<file path="src/rtl/rsv_pkg.sv">
package rsv_pkg;
  typedef enum logic [1:0] {
    OP_IDLE = 2'b00,
    OP_LL   = 2'b01,
    OP_SC   = 2'b10,
    OP_NONE = 2'b11
  } rsv_op_e;

  typedef enum logic {
    SZ_WORD32 = 1'b0,
    SZ_WORD64 = 1'b1
  } rsv_size_e;
endpackage

</file>
<file path="src/rtl/rsv_align_chk.sv">
module rsv_align_chk
  import rsv_pkg::*;
#(
  parameter int AW = 32
) (
  input  logic [1:0]    op,
  input  logic          size,
  input  logic [AW-1:0] addr,
  output logic          ll_ok,
  output logic          sc_ok,
  output logic          fault
);
  rsv_op_e op_e;
  logic    atomic;
  logic    aligned;

  always_comb begin
    op_e    = rsv_op_e'(op);
    atomic  = (op_e == OP_LL) || (op_e == OP_SC);
    if (rsv_size_e'(size) == SZ_WORD64) aligned = (addr[2:0] == 3'b000);
    else                                aligned = (addr[1:0] == 2'b00);
    ll_ok   = (op_e == OP_LL) && aligned;
    sc_ok   = (op_e == OP_SC) && aligned;
    fault   = atomic && !aligned;
  end
endmodule

</file>
<file path="src/rtl/rsv_tracker.sv">
module rsv_tracker #(
  parameter int AW      = 32,
  parameter int GRAN_LG = 4,
  localparam int GW     = AW - GRAN_LG
) (
  input  logic          clk,
  input  logic          rst,
  input  logic          ll_ok,
  input  logic          sc_ok,
  input  logic [GW-1:0] req_gran,
  input  logic          snp_v,
  input  logic [GW-1:0] snp_gran,
  input  logic          trap,
  output logic          sc_pass,
  output logic          lock_valid,
  output logic [GW-1:0] lock_gran
);
  logic hit_old;
  logic hit_new;
  logic valid_d;
  logic [GW-1:0] gran_d;

  always_comb begin
    hit_old = snp_v && lock_valid && (snp_gran == lock_gran);
    hit_new = snp_v && (snp_gran == req_gran);
    sc_pass = sc_ok && lock_valid && (req_gran == lock_gran) && !trap && !hit_old;
    valid_d = lock_valid;
    gran_d  = lock_gran;
    if (ll_ok) begin
      valid_d = !(trap || hit_new);
      gran_d  = req_gran;
    end else if (sc_ok || trap || hit_old) begin
      valid_d = 1'b0;
    end
  end

  always_ff @(posedge clk) begin
    if (rst) begin
      lock_valid <= 1'b0;
      lock_gran  <= '0;
    end else begin
      lock_valid <= valid_d;
      lock_gran  <= gran_d;
    end
  end
endmodule

</file>
<file path="src/rtl/rsv_out_reg.sv">
module rsv_out_reg #(
  parameter int AW = 32,
  parameter int DW = 64
) (
  input  logic          clk,
  input  logic          rst,
  input  logic          sc_ok,
  input  logic          sc_pass,
  input  logic          fault,
  input  logic [AW-1:0] addr,
  input  logic [DW-1:0] wdata,
  input  logic          size,
  output logic          mem_wr_valid,
  output logic [AW-1:0] mem_wr_addr,
  output logic [DW-1:0] mem_wr_data,
  output logic          mem_wr_size,
  output logic          rsp_valid,
  output logic          rsp_status,
  output logic          align_fault
);
  always_ff @(posedge clk) begin
    if (rst) begin
      mem_wr_valid <= 1'b0;
      mem_wr_addr  <= '0;
      mem_wr_data  <= '0;
      mem_wr_size  <= 1'b0;
      rsp_valid    <= 1'b0;
      rsp_status   <= 1'b0;
      align_fault  <= 1'b0;
    end else begin
      mem_wr_valid <= sc_pass;
      rsp_valid    <= sc_ok;
      rsp_status   <= sc_pass;
      align_fault  <= fault;
      if (sc_pass) begin
        mem_wr_addr <= addr;
        mem_wr_data <= wdata;
        mem_wr_size <= size;
      end
    end
  end
endmodule

</file>
<file path="src/rtl/rsv_monitor.sv">
module rsv_monitor #(
  parameter int AW      = 32,
  parameter int DW      = 64,
  parameter int GRAN_LG = 4
) (
  input  logic          clk,
  input  logic          rst,
  input  logic [1:0]    req_op,
  input  logic          req_size,
  input  logic [AW-1:0] req_addr,
  input  logic [DW-1:0] req_wdata,
  input  logic          snp_wr_valid,
  input  logic [AW-1:0] snp_wr_addr,
  input  logic          trap_evt,
  output logic          mem_wr_valid,
  output logic [AW-1:0] mem_wr_addr,
  output logic [DW-1:0] mem_wr_data,
  output logic          mem_wr_size,
  output logic          rsp_valid,
  output logic          rsp_status,
  output logic          align_fault
);
  localparam int GW = AW - GRAN_LG;

  logic          ll_ok;
  logic          sc_ok;
  logic          fault;
  logic          sc_pass;
  logic          lock_valid;
  logic [GW-1:0] lock_gran;

  rsv_align_chk #(.AW(AW)) u_align (
    .op    (req_op),
    .size  (req_size),
    .addr  (req_addr),
    .ll_ok (ll_ok),
    .sc_ok (sc_ok),
    .fault (fault)
  );

  rsv_tracker #(.AW(AW), .GRAN_LG(GRAN_LG)) u_track (
    .clk        (clk),
    .rst        (rst),
    .ll_ok      (ll_ok),
    .sc_ok      (sc_ok),
    .req_gran   (req_addr[AW-1:GRAN_LG]),
    .snp_v      (snp_wr_valid),
    .snp_gran   (snp_wr_addr[AW-1:GRAN_LG]),
    .trap       (trap_evt),
    .sc_pass    (sc_pass),
    .lock_valid (lock_valid),
    .lock_gran  (lock_gran)
  );

  rsv_out_reg #(.AW(AW), .DW(DW)) u_out (
    .clk          (clk),
    .rst          (rst),
    .sc_ok        (sc_ok),
    .sc_pass      (sc_pass),
    .fault        (fault),
    .addr         (req_addr),
    .wdata        (req_wdata),
    .size         (req_size),
    .mem_wr_valid (mem_wr_valid),
    .mem_wr_addr  (mem_wr_addr),
    .mem_wr_data  (mem_wr_data),
    .mem_wr_size  (mem_wr_size),
    .rsp_valid    (rsp_valid),
    .rsp_status   (rsp_status),
    .align_fault  (align_fault)
  );
endmodule

</file>
<file path="config.mk">
export PLATFORM = sky130hd
export DESIGN_NAME = rsv_monitor
export DESIGN_NICKNAME = d
export VERILOG_FILES = /design/src/rtl/rsv_pkg.sv /design/src/rtl/rsv_align_chk.sv /design/src/rtl/rsv_tracker.sv /design/src/rtl/rsv_out_reg.sv /design/src/rtl/rsv_monitor.sv
export SDC_FILE = /design/constraint.sdc
export NUM_CORES = 1
export LEC_CHECK = 0
export ABC_AREA = 1
export BUFFER_PORTS_ARGS = -buffer_cell sky130_fd_sc_hd__clkbuf_2
export CORE_ASPECT_RATIO = 1.25
export CORE_MARGIN = 3
export CORE_UTILIZATION = 48
export CTS_BUF_LIST = sky130_fd_sc_hd__clkbuf_4 sky130_fd_sc_hd__clkbuf_8
export DETAILED_ROUTE_END_ITERATION = 10
export PLACE_DENSITY = 0.82
export SETUP_SLACK_MARGIN = 0.02
export SLEW_MARGIN = 30
export SYNTH_ARGS = -nofsm -noshare
export SYNTH_HDL_FRONTEND = slang
export SYNTH_SLANG_ARGS = --single-unit
</file>
<file path="constraint.sdc">
create_clock -name clk -period 1.4 [get_ports clk]
set_input_delay 0.07 -clock clk [delete_from_list [all_inputs] [get_ports clk]]
set_output_delay 0.07 -clock clk [all_outputs]
set_load 0.01 [all_outputs]
</file>
==> impl_metrics.yaml, run 1 <==
logic_synthesis:
  synth_top_area_share_pct: 35.8
  yosys.area.top_type: "dfxtp_1"
  synth_cell_types: 24
  synthesis.nets: 1304
  synth_cells: 1167
  yosysSeqAreaShare_pct: 35.8
  postSynthAreaPerCell_um2: 6.19
  ys_ff_latch: 129
  ys_top_cells_by_area: "dfxtp_1 (36%), nand2_1 (17%), a21oi_1 (8.7%)"
  syn_area_mm2: 0.00722
  yosys_warnings: 0
placed_design:
  place_congestion: 1.06
  dp_hpwl_mm: 19.1
  io_buffers: 231
  placed_area_mm2: 0.00970
sta:
  grt_worst_setup_endpoint: "u_out.mem_wr_data[22]$_SDFFE_PP0P_/D"
  worst-ep-kind: "register input"
status:
  stop_error: "[ERROR GRT-0232] Routing congestion too high. Check the congestion heatmap in the GUI."
  status: "stopped before the end"
  stop_stage: "global routing (5_1_grt)"
die:
  initial_core_util_pct: 49.5
  ios: 236
  dieHeight_um: 143
  die_w_um: 116
  num_rows: 49
clock_network:
  cts_sinks: 129
  cts_root_buffer: "clkbuf_8"
  h-tree-depth: 4
  numCtsBuffers: 17
  cts.path.max_buffers: 2
grt:
  grt_max_degree: 71
  grt_usage_pct: 74.2
  grt_overflow: 4
==> metal layers <==
layer	track usage [%]	GRT overflow
met1	73.1	0
met2	88.7	2
met3	64.4	0
met4	72.1	2
met5	21.5	0
==> cell usage after synthesis <==
library cell	n
nand2_1	331
nor2_1	161
inv_1	156
dfxtp_1	129
a21oi_1	126
nand3_1	106
buf_6	31
o21ai_0	31
nand4_1	20
clkbuf_1	14
inv_2	13
buf_2	9
nor3_1	8
xnor2_1	7
buf_1	6
xor2_1	6
and2_1	2
buf_4	2
ha_1	2
o21ai_1	2
o22ai_1	2
nand3b_1	1
nor2_2	1
nor4_1	1
==> cell families after synthesis <==
logic type / count (synthesis) / share of synthesized area [%]
flops: 129 / 35.8
compound gates: 161 / 11.2
simple gates: 631 / 35.6
buf+inv: 231 / 15.5
fa+ha+maj: 2 / 0.346
xor+xnor: 13 / 1.58
==> stage by stage <==
step,cells,utilization [%],setup TNS [ps],setup WS [ps]
3_5_place_dp,1694,66.5,-54870,-615
3_3_place_gp,1694,66.5,-52530,-572
2_1_floorplan,1167,-,-7070,-76.2
4_1_cts,1865,83.3,-43610,-495
==> repair_timing <==
action	CTS
endpoints found under the setup margin	99
pin swaps	38
gates cloned	19
resized for setup	120
endpoints found under the hold margin	80
setup buffers	41
hold buffers	80
==> run 2, diff against run 1 <==
--- a/config.mk
+++ b/config.mk
@@ -7,13 +7,10 @@
 export LEC_CHECK = 0
 export ABC_AREA = 1
 export BUFFER_PORTS_ARGS = -buffer_cell sky130_fd_sc_hd__clkbuf_2
-export CORE_ASPECT_RATIO = 1.25
 export CORE_MARGIN = 3
-export CORE_UTILIZATION = 48
-export CTS_BUF_LIST = sky130_fd_sc_hd__clkbuf_4 sky130_fd_sc_hd__clkbuf_8
+export CORE_UTILIZATION = 40
 export DETAILED_ROUTE_END_ITERATION = 10
-export PLACE_DENSITY = 0.82
-export SETUP_SLACK_MARGIN = 0.02
+export PLACE_DENSITY_LB_ADDON = 0.15
 export SLEW_MARGIN = 30
 export SYNTH_ARGS = -nofsm -noshare
 export SYNTH_HDL_FRONTEND = slang
==> constraint.sdc (replaced) <==
create_clock -name clk -period 1.8 [get_ports clk]
set_input_delay 0.09 -clock clk [delete_from_list [all_inputs] [get_ports clk]]
set_output_delay 0.09 -clock clk [all_outputs]
set_load 0.01 [all_outputs]
==> run 2 against run 1 <==
Compared with the run above: synthesized cell count stayed put; the flow now finishes, with violations (negative setup slack); synthesized area unchanged.
==> impl_metrics.yaml, run 2 <==
status:
  status: "complete, but fails checks"
  failed_checks: "negative setup slack"
drt:
  remaining_drc_errors: 0
  vias: 8867
  post_drt_wl_per_cell_um: 16.4
  ant_nets: 0
  drtPass1Iterations: 6
  vias_per_cell: 5.03
  initialDrtViolationCount: 566
  wl_mm: 29.0
finish:
  syn_to_final_growth_pct: 61.5
  drive_above_1_share_pct: 36.1
  mostFrequentLayoutCell: "nand2_1"
  top_register: "u_out.mem_wr_data"
  largest_register_ffs: 64
  largestRegisters: "u_out.mem_wr_data: 64 flops, u_out.mem_wr_addr: 32 flops, u_track.lock_gran: 28 flops"
  final_util_pct: 66.8
  fin_nets: 1660
  most-common-layout-cells: "nand2_1 (287), clkbuf_2 (230), nor2_1 (145)"
setup_path:
  startpoint_type: "flip-flop"
  required_ps: 2110
  path_max_fanout: 7
  end_kind: "flip-flop"
  path_class: "flip-flop to flip-flop"
  worstPathArrival_ps: 2180
clock_network:
  h-tree-depth: 4
  numCtsBuffers: 17
  worstSkewPairLatency_ps: 420
  cts.reportedPaths.clkPinSlew_ps: 60
  cts_tree: "done"
  cts_root_buffer: "clkbuf_16"
  cts_sinks: 129
  cts.path.max_buffers: 2
logic_synthesis:
  ys_ff_latch: 129
  yosys.area.top_type: "dfxtp_1"
  synth_top_area_share_pct: 35.8
  yosys_warnings: 0
  syn_area_mm2: 0.00722
  postSynthAreaPerCell_um2: 6.19
  synth_common_cells: "nand2_1 (331), nor2_1 (161), inv_1 (156), dfxtp_1 (129), a21oi_1 (126)"
  ys_top_cells_by_area: "dfxtp_1 (36%), nand2_1 (17%), a21oi_1 (8.7%)"
  synthesis.nets: 1304
  synth_cell_types: 24
  yosysMostFrequentCell: "nand2_1"
  synth_cells: 1167
  synth_flop_cell: "dfxtp_1"
  synthArstFlopShare_pct: 0
  synth-edff-count: 0
  yosysSeqAreaShare_pct: 35.8
sta:
  post-route-period-util_pct: 103
  worstMarginPinSlew_ps: 441
  rsz0062_at_grt: "true"
  maxSlewHeadroom_pct: 70.3
  fin_crit_ps: 1860
  max_freq_ghz: 0.537
  slew_violations: 0
  setup_ws_ps: -62.6
  setup_viol: 43
  clock_skew_ps: 10.9
  hold_viol_final: 0
  hold_slack_ps: 14.3
die:
  die_w_um: 140
  die-area_mm2: 0.0197
  dieHeight_um: 140
  ios: 236
  num_rows: 48
  initial_core_util_pct: 41.3
  core_mm2: 0.0175
grt:
  grt_pass1_wl_mm: 38.3
  grt_pass1_vias: 7552
  grt_overflow: 0
  grt_usage_pct: 24.2
  antenna_found_initial: 1
  grt_max_degree: 60
run:
  maxCapViolCount: 0
placed_design:
  dp_hpwl_mm: 18.0
  place_congestion: 0.935
  io_buffers: 231
pwr:
  p_leak_nw: 5.76
  vdd_drop_max_uv: 678
  power_density_mw_per_mm2: 668
min_path:
  min_path_type: "input port to flip-flop"
[run 2: cell families (layout without fill, tap and decap cells)]
logic type / count (synthesis) / count (layout) / synth area share [%]
simple gates: 631 / 633 / 35.6
buf+inv: 231 / 598 / 15.5
compound gates: 161 / 161 / 11.2
flops: 129 / 129 / 35.8
xor+xnor: 13 / 13 / 1.58
fa+ha+maj: 2 / 2 / 0.346
other cells: 0 / 1 / 0
[run 2: layout make-up]
type	instances	area, um^2
diodes	1	2.50
clock buffers	18	429
clock inverters	14	228
fillers	1524	5810
inverters	169	636
multi-input cells	809	4190
flip-flops and latches	129	2620
well taps	225	282
repair buffers	397	3280
[run 2: worst paths after layout]
kind	end	from	cells past startpoint	slack, ps
setup / recovery	u_out.mem_wr_addr[3]	u_track.lock_gran[20]	14	-60
hold / removal	u_out.mem_wr_data[42]	req_wdata[42]	5	10
setup reg to reg	u_out.mem_wr_addr[3]	u_track.lock_gran[20]	14	-60
hold reg to reg	u_out.mem_wr_addr[1]	u_out.mem_wr_addr[1]	2	460
[run 2: timing repair]
item,4_1_cts,5_1_grt
endpoints found under the hold margin,71,1
pin swaps,1,52
cloned,0,27
endpoints found under the setup margin,92,97
hold buffers,70,1
buffers inserted,0,12
resized for setup,8,228
[run 2: worst max-delay path: stages, from the launching register on]
cell	delay, ps
dfxtp_2	360
inv_1	60
nand2_1	80
nand2_2	80
nor2_2	110
nand2_1	70
nor2_2	140
nand2_2	80
nor2_4	100
buf_12	140
clkbuf_16	190
buf_8	120
nand3_1	80
nand2_1	80
nor2_1	50
[run 2: layer usage]
metal	vias up	track usage (%)	routed length, um	part of all wire, %
li1	4356	-	-	-
met5	-	0	0	0
met2	361	39.6	13700	47
met3	79	5.26	1800	6.2
met4	0	9.94	1170	4.0
met1	4071	31.0	12300	42
[run 2: report_power, final]
group	switching (W)	total (W)	internal [W]
logic	0.000551	0.000993	0.000443
registers	0.0000190	0.00290	0.00288
clock network	0.00142	0.00391	0.00249
total	0.00199	0.00779	0.00580
[run 2: stage by stage]
step | power (W) | setup TNS [ps] | cells | area (um^2) | setup slack, ps
detailed placement | 0.00373 | -4630 | 1620 | 8780 | -88.5
CTS | 0.00775 | -8.25 | 1722 | 10200 | -8.25
global placement | 0.00373 | -3920 | 1620 | 8780 | -80.9
global route | 0.00809 | -8430 | 1762 | 11700 | -170
finish | 0.00779 | -802 | 1762 | 11700 | -62.6
floorplan | 0.00335 | 0 | 1167 | 7220 | 291
Power figures use the tool's default switching activity.
